===== src/rtl/raster_pkg.sv =====
package raster_pkg;

    localparam int LN_W       = 10;
    localparam int PX_W       = 11;
    localparam int LINES_525  = 525;
    localparam int LINES_625  = 625;

    typedef struct packed {
        logic [PX_W-1:0] px;
        logic [LN_W-1:0] ln;
        logic            pal;
        logic            prog;
        logic            lng;
    } raster_st_t;

    // Number of lines in the current field or frame
    function automatic logic [LN_W-1:0] field_lines(logic pal, logic prog, logic lng);
        int n;
        if (prog) n = pal ? (lng ? 313 : 312) : (lng ? 263 : 262);
        else      n = pal ? LINES_625 : LINES_525;
        return LN_W'(n);
    endfunction

    // Raster position (ln,px) is at or after (l,p)
    function automatic logic pos_ge(logic [LN_W-1:0] ln, logic [PX_W-1:0] px, int l, int p);
        return (int'(ln) > l) || ((int'(ln) == l) && (int'(px) >= p));
    endfunction

endpackage


===== src/rtl/raster_counter.sv =====
module raster_counter
    import raster_pkg::*;
#(
    parameter int LINE_NTSC = 858,
    parameter int LINE_PAL  = 864
) (
    input  logic       clk,
    input  logic       rst_n,
    input  logic       pal_sel_i,
    input  logic       prog_en_i,
    output raster_st_t st_o
);

    localparam logic [PX_W-1:0] LAST_N = PX_W'(LINE_NTSC - 1);
    localparam logic [PX_W-1:0] LAST_P = PX_W'(LINE_PAL - 1);

    raster_st_t st_d, st_q;

    always_comb begin
        st_d = st_q;
        if (st_q.px == (st_q.pal ? LAST_P : LAST_N)) begin
            st_d.px = '0;
            if (st_q.ln == field_lines(st_q.pal, st_q.prog, st_q.lng)) begin
                st_d.ln   = LN_W'(1);
                st_d.pal  = pal_sel_i;
                st_d.prog = prog_en_i;
                st_d.lng  = (prog_en_i && st_q.prog) ? ~st_q.lng : 1'b0;
            end else begin
                st_d.ln = st_q.ln + LN_W'(1);
            end
        end else begin
            st_d.px = st_q.px + PX_W'(1);
        end
    end

    always_ff @(posedge clk) begin
        if (!rst_n) begin
            st_q.px   <= '0;
            st_q.ln   <= LN_W'(1);
            st_q.pal  <= pal_sel_i;
            st_q.prog <= prog_en_i;
            st_q.lng  <= 1'b0;
        end else begin
            st_q <= st_d;
        end
    end

    assign st_o = st_q;

endmodule


===== src/rtl/raster_decode.sv =====
module raster_decode
    import raster_pkg::*;
#(
    parameter int LINE_NTSC = 858,
    parameter int LINE_PAL  = 864,
    parameter int HS_W      = 64
) (
    input  raster_st_t st_i,
    output logic       hsync_n_o,
    output logic       vsync_n_o,
    output logic       field_o,
    output logic       active_o
);

    localparam int HALF_N = LINE_NTSC / 2;
    localparam int HALF_P = LINE_PAL / 2;

    logic vs_a, vs_b, act_a, act_b, second;
    int   ln;

    always_comb begin
        ln = int'(st_i.ln);
        if (!st_i.pal) begin
            vs_a   = pos_ge(st_i.ln, st_i.px, 4, 0)        && !pos_ge(st_i.ln, st_i.px, 7, 0);
            vs_b   = pos_ge(st_i.ln, st_i.px, 266, HALF_N) && !pos_ge(st_i.ln, st_i.px, 269, HALF_N);
            act_a  = (ln >= 22)  && (ln <= 261);
            act_b  = (ln >= 285) && (ln <= 524);
            second = (ln >= 263);
        end else begin
            vs_a   = pos_ge(st_i.ln, st_i.px, 1, 0)        && !pos_ge(st_i.ln, st_i.px, 3, HALF_P);
            vs_b   = pos_ge(st_i.ln, st_i.px, 312, HALF_P) && !pos_ge(st_i.ln, st_i.px, 315, 0);
            act_a  = (ln >= 23)  && (ln <= 310);
            act_b  = (ln >= 336) && (ln <= 622);
            second = (ln >= 313);
        end
        if (st_i.prog) begin
            vs_b   = 1'b0;
            act_b  = 1'b0;
            second = 1'b0;
        end
        hsync_n_o = !(int'(st_i.px) < HS_W);
        vsync_n_o = !(vs_a || vs_b);
        field_o   = second;
        active_o  = act_a || act_b;
    end

endmodule


===== src/rtl/raster_timing_gen.sv =====
module raster_timing_gen
    import raster_pkg::*;
#(
    parameter int LINE_NTSC = 858,
    parameter int LINE_PAL  = 864,
    parameter int HS_W      = 64
) (
    input  logic            clk,
    input  logic            rst_n,
    input  logic            pal_sel_i,
    input  logic            prog_en_i,
    output logic            hsync_n_o,
    output logic            vsync_n_o,
    output logic            field_o,
    output logic            active_o,
    output logic [LN_W-1:0] line_o,
    output logic [PX_W-1:0] pixel_o
);

    raster_st_t st;

    raster_counter #(.LINE_NTSC(LINE_NTSC), .LINE_PAL(LINE_PAL)) u_cnt (
        .clk       (clk),
        .rst_n     (rst_n),
        .pal_sel_i (pal_sel_i),
        .prog_en_i (prog_en_i),
        .st_o      (st)
    );

    raster_decode #(.LINE_NTSC(LINE_NTSC), .LINE_PAL(LINE_PAL), .HS_W(HS_W)) u_dec (
        .st_i      (st),
        .hsync_n_o (hsync_n_o),
        .vsync_n_o (vsync_n_o),
        .field_o   (field_o),
        .active_o  (active_o)
    );

    assign line_o  = st.ln;
    assign pixel_o = st.px;

endmodule


===== config.mk =====
export PLATFORM = sky130hd
export DESIGN_NAME = raster_timing_gen
export DESIGN_NICKNAME = d
export VERILOG_FILES = /design/src/rtl/raster_pkg.sv /design/src/rtl/raster_counter.sv /design/src/rtl/raster_decode.sv /design/src/rtl/raster_timing_gen.sv
export SDC_FILE = /design/constraint.sdc
export NUM_CORES = 1
export LEC_CHECK = 0
export CAP_MARGIN = 25
export CORE_UTILIZATION = 58
export DETAILED_ROUTE_END_ITERATION = 16
export PLACE_DENSITY_LB_ADDON = 0.08
export RECOVER_POWER = 25
export SLEW_MARGIN = 20
export SYNTH_ARGS = -nofsm -noshare
export SYNTH_HDL_FRONTEND = slang
export SYNTH_SLANG_ARGS = --single-unit

===== constraint.sdc =====
create_clock -name clk -period 4.85 [get_ports clk]
set_input_delay 0.485 -clock clk [delete_from_list [all_inputs] [get_ports clk]]
set_output_delay 0.485 -clock clk [all_outputs]
set_load 0.1 [all_outputs]

==> results.md <==
Finish:
- 0 antenna diodes ended up in the layout.
- The final non-filler cell area is roughly 2100 um2.
- For this run, the post-layout net count is 252.
- The layout cell share with drive strength beyond 1 is 0.05042.
- The final core utilization is 0.6691.
- The final cell count without fillers is between 200 and 300.
- The relative area change from synthesis to final layout is 7.793%.
- The register with the most flip-flops in the layout has 24 of them.

Clock network:
- The buffer depth of the longest clock path is 2.
- The number of buffers created by CTS is 3.
- The number of buffers added to fix hold violations after cts is 0.
- The number of instances resized during post-cts repair is 0.
- CTS placed an instance of clkbuf_4 at the clock tree root.
- TritonCTS built the clock tree.
- The later pin in the worst-skew pair is clocked with a latency of approximately 320 ps.
- The H-tree depth is 1.
- Clock tree synthesis found a total of 24 sinks.
- The number of post-CTS setup repair buffers is 0.
- After clock tree synthesis, the clock-pin slew on the worst setup and hold paths is between 100 and 150 ps.

Placement:
- The number of input and output port buffers inserted is 28.
- The placement-stage cell area is approximately 2000 um2.
- At the end of routability-driven placement, the weighted congestion stood at between 0.9 and 1.
- The total half-perimeter wirelength after legalization and detailed placement is around 3.0 mm.
- The total instance count after detailed placement is between 200 and 300.

Setup path:
- The number of buffers and inverters on the critical path is 1.
- STA classifies the critical path startpoint as a register.
- The data arrival time of the worst path is between 3000 and 4000 ps.
- The worst-path cell with the longest stage delay is clkdlybuf4s50_1.
- Data on the critical path is required at its endpoint by about 4400 ps.
- The launch point of the critical path is u_cnt.st_o[7].
- In this run the worst setup path terminates at active_o.
- The largest single stage delay on the critical path is approximately 1200 ps.
- The path depth of the worst reg2reg path is 5.
- The worst setup path is of the register to output port kind.
- The maximum fanout count along the critical path is 15.
- On the critical path the largest part of the delay comes from buffers and inverters.
- The kind of capture point of the worst setup path is an output port.
- The reg2reg setup slack is about 1000 ps.
- Walking the worst path, the cells encountered are or4_1, a211o_1, a221oi_1, nor4_1, a31oi_1, clkdlybuf4s50_1.
- The cell count along the critical path is 6.
- The terminus of the critical flop-to-flop path is u_cnt.st_o[10].
- The reg-to-reg startpoint is u_cnt.st_o[2].

Power and ir drop:
- The share of total power dissipated in sequential elements is 0.515.
- The fraction of power consumed by combinational cells is 0.127.
- The net switching power is 104.8 uW.
- The internal power of the cells totals 302.5 uW.
- The worst-case vdd ir drop is between 0.00015 and 0.0002 V.
- The net switching fraction of the power is 0.2573.
- The total power divided by cell area is around 200 nW/um2.
- The share of total power in the clock network is 0.358.
- The static power due to leakage is slightly above 0.0007 uW.

Yosys:
- After synthesis, the share of flip-flops with an asynchronous set or reset is 0.
- The number of different library cells used by synthesis comes to 50.
- The number of nets in the synthesized netlist is between 200 and 300.
- For this run, the register share of the synthesized area comes to 0.2620.
- The commonest cells after synthesis are nor2_1 (27), dfxtp_1 (22), buf_4 (21).
- For this run, the leading register cell type out of synthesis is dfxtp_1.
- The most common cell in the synthesized netlist is nor2_1.
- The cell area after synthesis is approximately 1900 um2.
- Counting flops and latches in the post-synthesis netlist gives 24.
- The synthesized design spends more area on one cell type than any other, namely dfxtp_1.
- Of the post-synthesis cell area, the dominant cell type holds 0.2305.
- Yosys attributes the largest share of cell area to dfxtp_1 (23%), buf_4 (8.3%), ha_1 (5.9%), nor2_1 (5.3%), xnor2_1 (5.0%).
- The count of yosys warnings during synthesis is 0.
- A synthesized cell averages around 8 um2.
- The instance count of the mapped netlist is 240.
- In this run, synthesis inferred 2 flip-flops with an integrated enable.

Global route:
- The first global-routing pass estimated 6.589 mm of wire.
- The leftover overflow at the end of global routing is 0.
- The number of global-route vias before repair is about 1400.
- Entering global routing, the biggest net connects 19 pins.
- The initial antenna violation count is 0.
- For this run, the total global-route usage over all layers was measured as 0.2436.

Routing:
- The remaining antenna violation count after routing is 0.
- The total wire length is around 4.2 mm.
- The count of vias placed by the detailed router is ~1700.
- The number of vias per cell is between 6 and 7.
- The first detailed-routing pass took 4 iterations.
- In the final routed layout, each cell accounts on average for between 10 and 15 um.
- In the routed design, unresolved DRC markers number 0.
- The DRC marker count from the first detailed-route iteration is 131.

Status:
- The final reports fail on max-capacitance violations, max-slew violations.
- The run finished, with violations left.

STA:
- The post-route setup TNS is 0 ps.
- The number of endpoints with negative hold slack in the final report was 0.
- The final period demand of the worst path is about 4000 ps.
- Clock skew on the completed layout was measured at between 10 and 15 ps.
- The max-slew violation count came to 8.
- Setup violations remaining at the end of the flow were counted as 0.
- Of the available clock period, the critical path in the final layout requires 0.8117.
- Timing would allow up to around 250 MHz.
- The worst-margin pin slew is approximately 2300 ps.
- Setup repair after global routing left no endpoint under its margin.
- The worst pin sits at a relative slew slack of -0.5394.

Worst hold path:
- The worst hold-check path type is register to register.

Die:
- The floorplan core area is 3078 um2.
- The starting density of the core is 0.6207.
- The horizontal extent of the die is 59.40 um.
- The vertical extent of the die is approximately 59 um.
- The total I/O pin count is 29.
- Row generation in the floorplan step produced 20 rows.
- The floorplan step defined a die boundary enclosing 3528 um2.

Run:
- The reported max-cap violation count is 1.
-- logic make-up after synthesis --
group                      synth area share
adders and majority gates           0.05894
and+or+nand+nor                      0.2993
buffers and inverters                0.1290
DFF                                  0.2620
xor gates and xnor gates            0.08710
AOI/OAI and AO/OA                    0.1637
-- layout make-up --
cell class                      count  area [um2]
Clock buffer                        3       22.52
Clock inverter                      1       30.03
Fill cell                         277        1018
Inverter                            7       26.28
Multi-Input combinational cell    175        1145
Sequential cell                    24       500.5
Tap cell                           44       55.05
Timing Repair Buffer               28       280.3
-- layout by cell type (no fill, tap or decap), types with 7 or more instances in the layout --
master / count
ha_1: 9
dfxtp_1: 22
nand3_1: 12
nor2_1: 27
clkdlybuf4s50_1: 27
a21oi_1: 9
inv_1: 7
xor2_1: 8
o21ai_0: 10
nand2_1: 16
xnor2_1: 11
-- power groups by stage --
stage	clock network (uW)	registers, uW	logic (uW)
6_report	146	210	51.7
4_1_cts	152	210	52.9
3_5_place_dp	0	214	52.7
3_3_place_gp	0	214	51.6
2_1_floorplan	0	211	46.4
5_1_grt	154	211	55.0
-- tightest hold or removal path: stages, from the launching register on --
cell      delay [ps]
dfxtp_1          330
o211ai_1          80
o31ai_1           70
-- per-layer routing --
layer  GRT usage  up-vias  wire length [um]
li1            -      832                 -
met3     0.03712        4               343
met5           0        -                 0
met4     0.06122        0                37
met2      0.3435       80              1820
met1      0.3801      785              1973
-- per-stage QoR --
step	hold slack, ps	power [uW]	setup WS (ps)
4_1_cts	518.3	415.1	886.2
2_1_floorplan	470.8	257.2	684.3
3_5_place_dp	493.8	266.7	1235
3_3_place_gp	485.6	265.4	1332
6_report	516.9	407.3	913.1
5_1_grt	552.4	420.3	759.3
-- how the worst min path moves through the flow --
stage | from | endpoint | cells past startpoint
3_3_place_gp | u_cnt.st_o[0] | u_cnt.st_o[0] | 2
4_1_cts | u_cnt.st_o[0] | u_cnt.st_o[0] | 2
6_report | u_cnt.st_o[0] | u_cnt.st_o[0] | 2
3_5_place_dp | u_cnt.st_o[0] | u_cnt.st_o[0] | 2
5_1_grt | u_cnt.st_o[0] | u_cnt.st_o[0] | 2
2_1_floorplan | u_cnt.st_o[0] | u_cnt.st_o[0] | 2
(Power assumes the default switching activity.)
